$ cat config.mk
export PLATFORM = sky130hd
export DESIGN_NAME = i2c_od_arbiter
export DESIGN_NICKNAME = d
export VERILOG_FILES = /design/src/rtl/i2c_od_pkg.sv /design/src/rtl/i2c_od_sync.sv /design/src/rtl/i2c_od_datapath.sv /design/src/rtl/i2c_od_control.sv /design/src/rtl/i2c_od_arbiter.sv
export SDC_FILE = /design/constraint.sdc
export NUM_CORES = 1
export LEC_CHECK = 0
export ABC_AREA = 1
export BUFFER_PORTS_ARGS = -buffer_cell sky130_fd_sc_hd__buf_2
export CAP_MARGIN = 10
export CORE_AREA = 2 2 39 41
export CTS_BUF_LIST = sky130_fd_sc_hd__clkbuf_8
export CTS_CLUSTER_SIZE = 10
export DETAILED_ROUTE_END_ITERATION = 8
export DIE_AREA = 0 0 41 43
export HOLD_SLACK_MARGIN = 0.08
export PLACE_DENSITY = 0.63
export SLEW_MARGIN = 20
export SYNTH_ARGS = -nofsm -noshare
export SYNTH_HDL_FRONTEND = slang
export SYNTH_SLANG_ARGS = --single-unit
$ cat constraint.sdc
create_clock -name clk -period 2.1 [get_ports clk]
set_clock_uncertainty 0.2 [all_clocks]
set_input_delay 0.315 -clock clk [delete_from_list [all_inputs] [get_ports clk]]
set_output_delay 0.315 -clock clk [all_outputs]
set_load 0.01 [all_outputs]
$ cat src/rtl/i2c_od_pkg.sv
package i2c_od_pkg;
  typedef enum logic [1:0] {
    ST_IDLE   = 2'd0,
    ST_ACTIVE = 2'd1,
    ST_LOST   = 2'd2
  } odState_t;

  typedef struct packed {
    logic drive;       // follow sequencer requests
    logic clearPhase;  // wipe recorded loss phase
  } odStrobe_t;
endpackage

$ cat src/rtl/i2c_od_sync.sv
module i2c_od_sync #(
  parameter int STAGES = 2
) (
  input  logic clk,
  input  logic rstN,
  input  logic din,
  output logic dout
);
  logic [STAGES-1:0] chain;

  generate
    if (STAGES == 1) begin : g_single
      always_ff @(posedge clk or negedge rstN) begin
        if (!rstN) chain <= '1;
        else       chain <= din;
      end
    end else begin : g_multi
      always_ff @(posedge clk or negedge rstN) begin
        if (!rstN) chain <= '1;
        else       chain <= {chain[STAGES-2:0], din};
      end
    end
  endgenerate

  assign dout = chain[STAGES-1];
endmodule

$ cat src/rtl/i2c_od_datapath.sv
module i2c_od_datapath
  import i2c_od_pkg::*;
#(
  parameter int SYNC_STAGES = 2
) (
  input  logic      clk,
  input  logic      rstN,
  input  odStrobe_t strobe,
  input  logic      sdaReq,
  input  logic      sclReq,
  input  logic      addrPhase,
  input  logic      sdaIn,
  input  logic      sclIn,
  output logic      sdaDir,
  output logic      sclDir,
  output logic      lostInAddr,
  output logic      arbMiss
);
  localparam int CNT_W = $clog2(SYNC_STAGES + 1);
  localparam logic [CNT_W-1:0] SETTLE = CNT_W'(SYNC_STAGES);

  logic sdaSync, sclSync;
  logic [CNT_W-1:0] settleCnt;
  logic settled;

  i2c_od_sync #(.STAGES(SYNC_STAGES)) u_sdaSync (
    .clk(clk), .rstN(rstN), .din(sdaIn), .dout(sdaSync));
  i2c_od_sync #(.STAGES(SYNC_STAGES)) u_sclSync (
    .clk(clk), .rstN(rstN), .din(sclIn), .dout(sclSync));

  // Count edges since SDA was released, so the synchronizer holds a
  // sample of the released pad before it is compared.
  always_ff @(posedge clk or negedge rstN) begin
    if (!rstN)                           settleCnt <= '0;
    else if (!strobe.drive || !sdaDir)   settleCnt <= '0;
    else if (settleCnt != SETTLE)        settleCnt <= settleCnt + 1'b1;
  end

  assign settled = (settleCnt == SETTLE);
  assign arbMiss = strobe.drive && sdaDir && settled && sclSync && !sdaSync;

  // Direction bits: 1 releases the line, 0 pulls it low.
  always_ff @(posedge clk or negedge rstN) begin
    if (!rstN) begin
      sdaDir <= 1'b1;
      sclDir <= 1'b1;
    end else if (strobe.drive && !arbMiss) begin
      sdaDir <= sdaReq;
      sclDir <= sclReq;
    end else begin
      sdaDir <= 1'b1;
      sclDir <= 1'b1;
    end
  end

  always_ff @(posedge clk or negedge rstN) begin
    if (!rstN)                  lostInAddr <= 1'b0;
    else if (arbMiss)           lostInAddr <= addrPhase;
    else if (strobe.clearPhase) lostInAddr <= 1'b0;
  end
endmodule

$ cat src/rtl/i2c_od_control.sv
module i2c_od_control
  import i2c_od_pkg::*;
(
  input  logic      clk,
  input  logic      rstN,
  input  logic      xferStart,
  input  logic      lostClear,
  input  logic      arbMiss,
  output odStrobe_t strobe,
  output logic      arbLost
);
  odState_t state, stateNext;

  always_comb begin
    stateNext = state;
    unique case (state)
      ST_IDLE:   if (xferStart) stateNext = ST_ACTIVE;
      ST_ACTIVE: if (arbMiss)   stateNext = ST_LOST;
      ST_LOST:   if (lostClear) stateNext = ST_IDLE;
      default:                  stateNext = ST_IDLE;
    endcase
  end

  always_ff @(posedge clk or negedge rstN) begin
    if (!rstN) state <= ST_IDLE;
    else       state <= stateNext;
  end

  assign strobe.drive      = (state == ST_ACTIVE);
  assign strobe.clearPhase = (state == ST_LOST) && lostClear;
  assign arbLost           = (state == ST_LOST);
endmodule

$ cat src/rtl/i2c_od_arbiter.sv
module i2c_od_arbiter
  import i2c_od_pkg::*;
#(
  parameter int SYNC_STAGES = 2
) (
  input  logic clk,
  input  logic rstN,
  input  logic xferStart,
  input  logic addrPhase,
  input  logic sdaReq,
  input  logic sclReq,
  input  logic lostClear,
  input  logic sdaIn,
  input  logic sclIn,
  output logic sdaDir,
  output logic sclDir,
  output logic sdaOut,
  output logic sclOut,
  output logic arbLost,
  output logic lostInAddr,
  output logic retryData,
  output logic slaveListen
);
  odStrobe_t strobe;
  logic arbMiss;

  i2c_od_control u_ctl (
    .clk(clk), .rstN(rstN), .xferStart(xferStart), .lostClear(lostClear),
    .arbMiss(arbMiss), .strobe(strobe), .arbLost(arbLost));

  i2c_od_datapath #(.SYNC_STAGES(SYNC_STAGES)) u_dp (
    .clk(clk), .rstN(rstN), .strobe(strobe), .sdaReq(sdaReq),
    .sclReq(sclReq), .addrPhase(addrPhase), .sdaIn(sdaIn), .sclIn(sclIn),
    .sdaDir(sdaDir), .sclDir(sclDir), .lostInAddr(lostInAddr),
    .arbMiss(arbMiss));

  assign sdaOut      = 1'b0;
  assign sclOut      = 1'b0;
  assign retryData   = arbLost && !lostInAddr;
  assign slaveListen = arbLost && lostInAddr;
endmodule

# Word-level counts from Yosys, hierarchy flattened
# Index checks and enable logic that the tools add are counted.
# word_totals
output_inout_bits	8
input_bits	9
register_bits	11
# classes
n_mux	10
eq_ne	7
add_sub_neg	1
reduce_logical	18
# ops
op	n
$mux W2	5
$logic_and A1 B1 Y1	8
$ne A2 B2 Y1 const B	4
$pmux W2 S3	1
$logic_not A1 Y1	5
$eq A2 B2 Y1 const B	2
$mux W1	4
$reduce_bool A2 Y1	2
$reduce_and A3 Y1	1
$add A2 B1 Y2 const B	1
$eq A2 B1 Y1 const B	1
$logic_not A2 Y1	1
$logic_or A1 B1 Y1	1

# Depth between registers and ports, before layout
# logic_depth
ltp_word	8
depth_mapped	7
ltp_nobuf	7

# By module
# From an unflattened synthesis, not the netlist that was laid out.
# unflattened
hier_cells	55
hier_area_um2	503.0
# by_module_without_submodules
module	cells_each	area_per_inst_um2	instances
i2c_od_datapath	28	246.5	1
i2c_od_control	16	115.1	1
i2c_od_sync	2	52.6	2
i2c_od_arbiter	7	36.3	1

# Least setup slack after synthesis
# No wires, ideal clock.
# synth_timing
path_type	register to output
start	register u_ctl.state[0]
end	output retryData
slack_ps	700
stages_incl_launch_ff	4
required_time_ps	1585
arrival_ps	885
path_cell_list	dfrtp_1 > nor2_1 > inv_1 > nor2_1
# synth_between
elab_chain_len	2
# synth_rtl
element	line	rtl
start: declaration	i2c_od_control.sv:12	odState_t state, stateNext;
start signal: assignment	i2c_od_control.sv:26	else state <= stateNext;
$eq A2 B2 Y1	i2c_od_control.sv:31	assign arbLost = (state == ST_LOST);
via arbLost	i2c_od_arbiter.sv:19	output logic arbLost,
$logic_and A1 B1 Y1	i2c_od_arbiter.sv:39	assign retryData = arbLost && !lostInAddr;
end: declaration	i2c_od_arbiter.sv:21	output logic retryData,
# The timed path passes the listed nets, and every way through them passes these cells.

# Worst setup path in the final report
# layout_timing
start	register u_ctl.state[0]
end	output slaveListen
# layout_between
elab_chain_len	2
# layout_rtl
element	line	rtl
$eq A2 B2 Y1	i2c_od_control.sv:31	
$logic_and A1 B1 Y1	i2c_od_arbiter.sv:40	assign slaveListen = arbLost && lostInAddr;
end: declaration	i2c_od_arbiter.sv:22	output logic slaveListen
# No other way between the ends.

==> out/metrics.cfg <==
[logic_synthesis]
synth.area.top_cells = dfstp_2 (32%), dfrtp_1 (25%), inv_1 (6.0%)
synthMuxAreaShare = 0
ys_warn_count = 0
synth_top_family_by_area = simple AND/OR/NAND/NOR gates
syn_avg_cell_area_um2 = 9.74
synth_area_um2 = 497
synthSimpleGateAreaFrac = 0.239
yosysSeqAreaShare = 0.569
synthDominantCellAreaShare = 0.317
syn_inst = 51
ys_types = 17
yosysTopAreaCell = dfstp_2
synth-adder-area-share = 0.0252
synth_compound_area_frac = 0.0453
ys_seq_elements = 11
synth_xor_area_frac = 0

[clock_tree]
clock_path_buffers = 2
clkSinkCount = 11
clk_pin_slew_ns = 0.05
cts_made_buffers = 3
cts.repair.resized = 0
clk_latency_ns = 0.23
h-tree-depth = 1
root_buffer = clkbuf_8
cts_setup_buffers = 0
cts_tree = yes

[power]
switching_share = 0.317
p_int_uw = 486
p_sw_uw = 226
power.share.combinational = 0.294
p_clk_frac = 0.288
power.density_nw_per_um2 = 1050
peakVddDrop_mv = 0.575
power.leakage_uw = 0.000364
pwr-share-seq = 0.418

[worst_setup_path]
critPathKind = register to output port
cp-start-kind = register
crit_path_end = slaveListen
cp_data_arrival_time_ns = 1.08
crit_path_start = u_ctl.state[0]
rrSetupSlack_ns = 0.73
required_ns = 1.58
endpoint_kind = output port
r2r_start = u_dp.settleCnt[0]
critPathMaxFanout = 3
reg2reg_to = u_dp.lostInAddr
reg2reg_depth = 7

[timing]
finalSetupViolCount = 0
tns_ns = 0
final.min_clock_period_ns = 1.60
drv_slew = 0
period_share = 0.760
fmax_mhz = 627
final_hold_viol_count = 0
hold_slack_ns = 0.113
rsz0062_at_grt = false

[route]
avgRoutedWirePerCell_um = 8.62
routed_wirelength_um = 776
drt-initial-drc-count = 11
avgViaCountPerCell = 4.10
antenna_left = 0
num_vias = 369
dr.pass1.iters = 4
drcViolationCount = 0

[place]
routabilityCongestion = 0.698
hpwl_um = 555
port_buffers = 14

[floorplan]
die_w_um = 41
start_util = 0.359
die-area_um2 = 1760
num_rows = 14
io-pin-count = 17
fp.dieH_um = 43
core_um2 = 1380

[layout]
layout-drive-gt1-share = 0.432
syn_to_final_growth_pct = 37.0
antennaDiodeCount = 0
fin_nets = 85

[global_routing]
grt_remaining_overflow = 0
grt_pass1_wl_mm = 1.23
grt_pass1_vias = 314
antenna_found_initial = 0
groute.usage.overall = 0.110
grt_max_degree = 12

[outcome]
status = complete, no violations

[min_path]
holdCritPathClass = primary input to register
hold_start = addrPhase

[flow_run]
maxCapViolCount = 0

## worst max-delay path, cell delays in order (launching register included)
cell and delay, ns:
dfrtp_1 0.39, nor2_1 0.13, inv_1 0.09, nor2_1 0.09
buf_2 0.14
## layer usage
metal,up-vias,wire [um],GRT usage
met5,-,0,0
met4,0,15,0.0800
met3,2,47,0.0576
met2,11,354,0.131
met1,163,358,0.147
li1,193,-,-
## worst min-delay path by stage
stage | to | cells past startpoint
after floorplan | u_ctl.state[0] | 0
after global placement | u_ctl.state[1] | 1
after detailed placement | u_ctl.state[1] | 1
after CTS | u_dp.lostInAddr | 3
after global routing | u_dp.lostInAddr | 3
final | u_dp.lostInAddr | 3
## flip-flops by register name (all words and copies together), names as in the netlist
name,count
u_ctl.state,2
u_dp.u_sclSync.chain,2
u_dp.sdaDir,1
u_dp.u_sdaSync.chain,2
u_dp.sclDir,1
u_dp.settleCnt,2
u_dp.lostInAddr,1
## synthesized netlist by cell type (all sizes together)
cell	number
a21oi	2
buf	2
conb	1
dfrtp	5
dfstp	6
ha	1
inv	11
nand2	10
nand3	3
nand3b	2
nor2	7
o21ai	1
## per-stage QoR
step,total power [uW],area [um^2],util,cells,setup slack [ns]
after floorplan,454,500,-,52,0.700
after global placement,501,576,0.416,80,0.760
after detailed placement,505,576,0.416,80,0.744
after CTS,723,681,0.492,90,0.488
after global routing,760,681,0.492,90,0.385
final,711,681,0.492,90,0.505
## layout make-up
class	count	area (um^2)
sequential	11	283
multi-input combinational	28	161
fill	132	703
tap	16	20.0
inverter	11	41.3
clock buffer	3	41.3
timing repair buffer	20	130
clock inverter	1	3.75
## repair_timing
action,4_1_cts,5_1_grt
setup endpoints to repair,0,0
hold buffers,6,0
endpoints found under the hold margin,16,0
## power groups by stage
stage	combinational, uW	clock, uW	sequential (uW)
after floorplan	146	0	308
after global placement	201	0	300
after detailed placement	205	0	300
after CTS	213	212	297
after global routing	237	219	304
final	209	205	297
## cells in the final DEF, fill, tap and decap left out
master	instances
nand3_1	3
inv_2	3
clkbuf_8	3
nand2_2	1
nand2_4	1
a21oi_1	1
dfstp_2	6
nor2_4	2
nand3b_1	2
a21oi_2	1
nor2_1	5
buf_2	14
conb_1	2
nand2_1	8
inv_1	9
o21ai_2	1
dfrtp_1	5
ha_1	1
dlygate4sd3_1	6
## logic make-up after synthesis
family | count (synthesis)
buffers and inverters | 13
adder cells (fa/ha/maj) | 1
other | 1
flip-flops | 11
AND/OR/NAND/NOR | 22
AO/OA/AOI/OAI | 3
(Power assumes the default switching activity.)
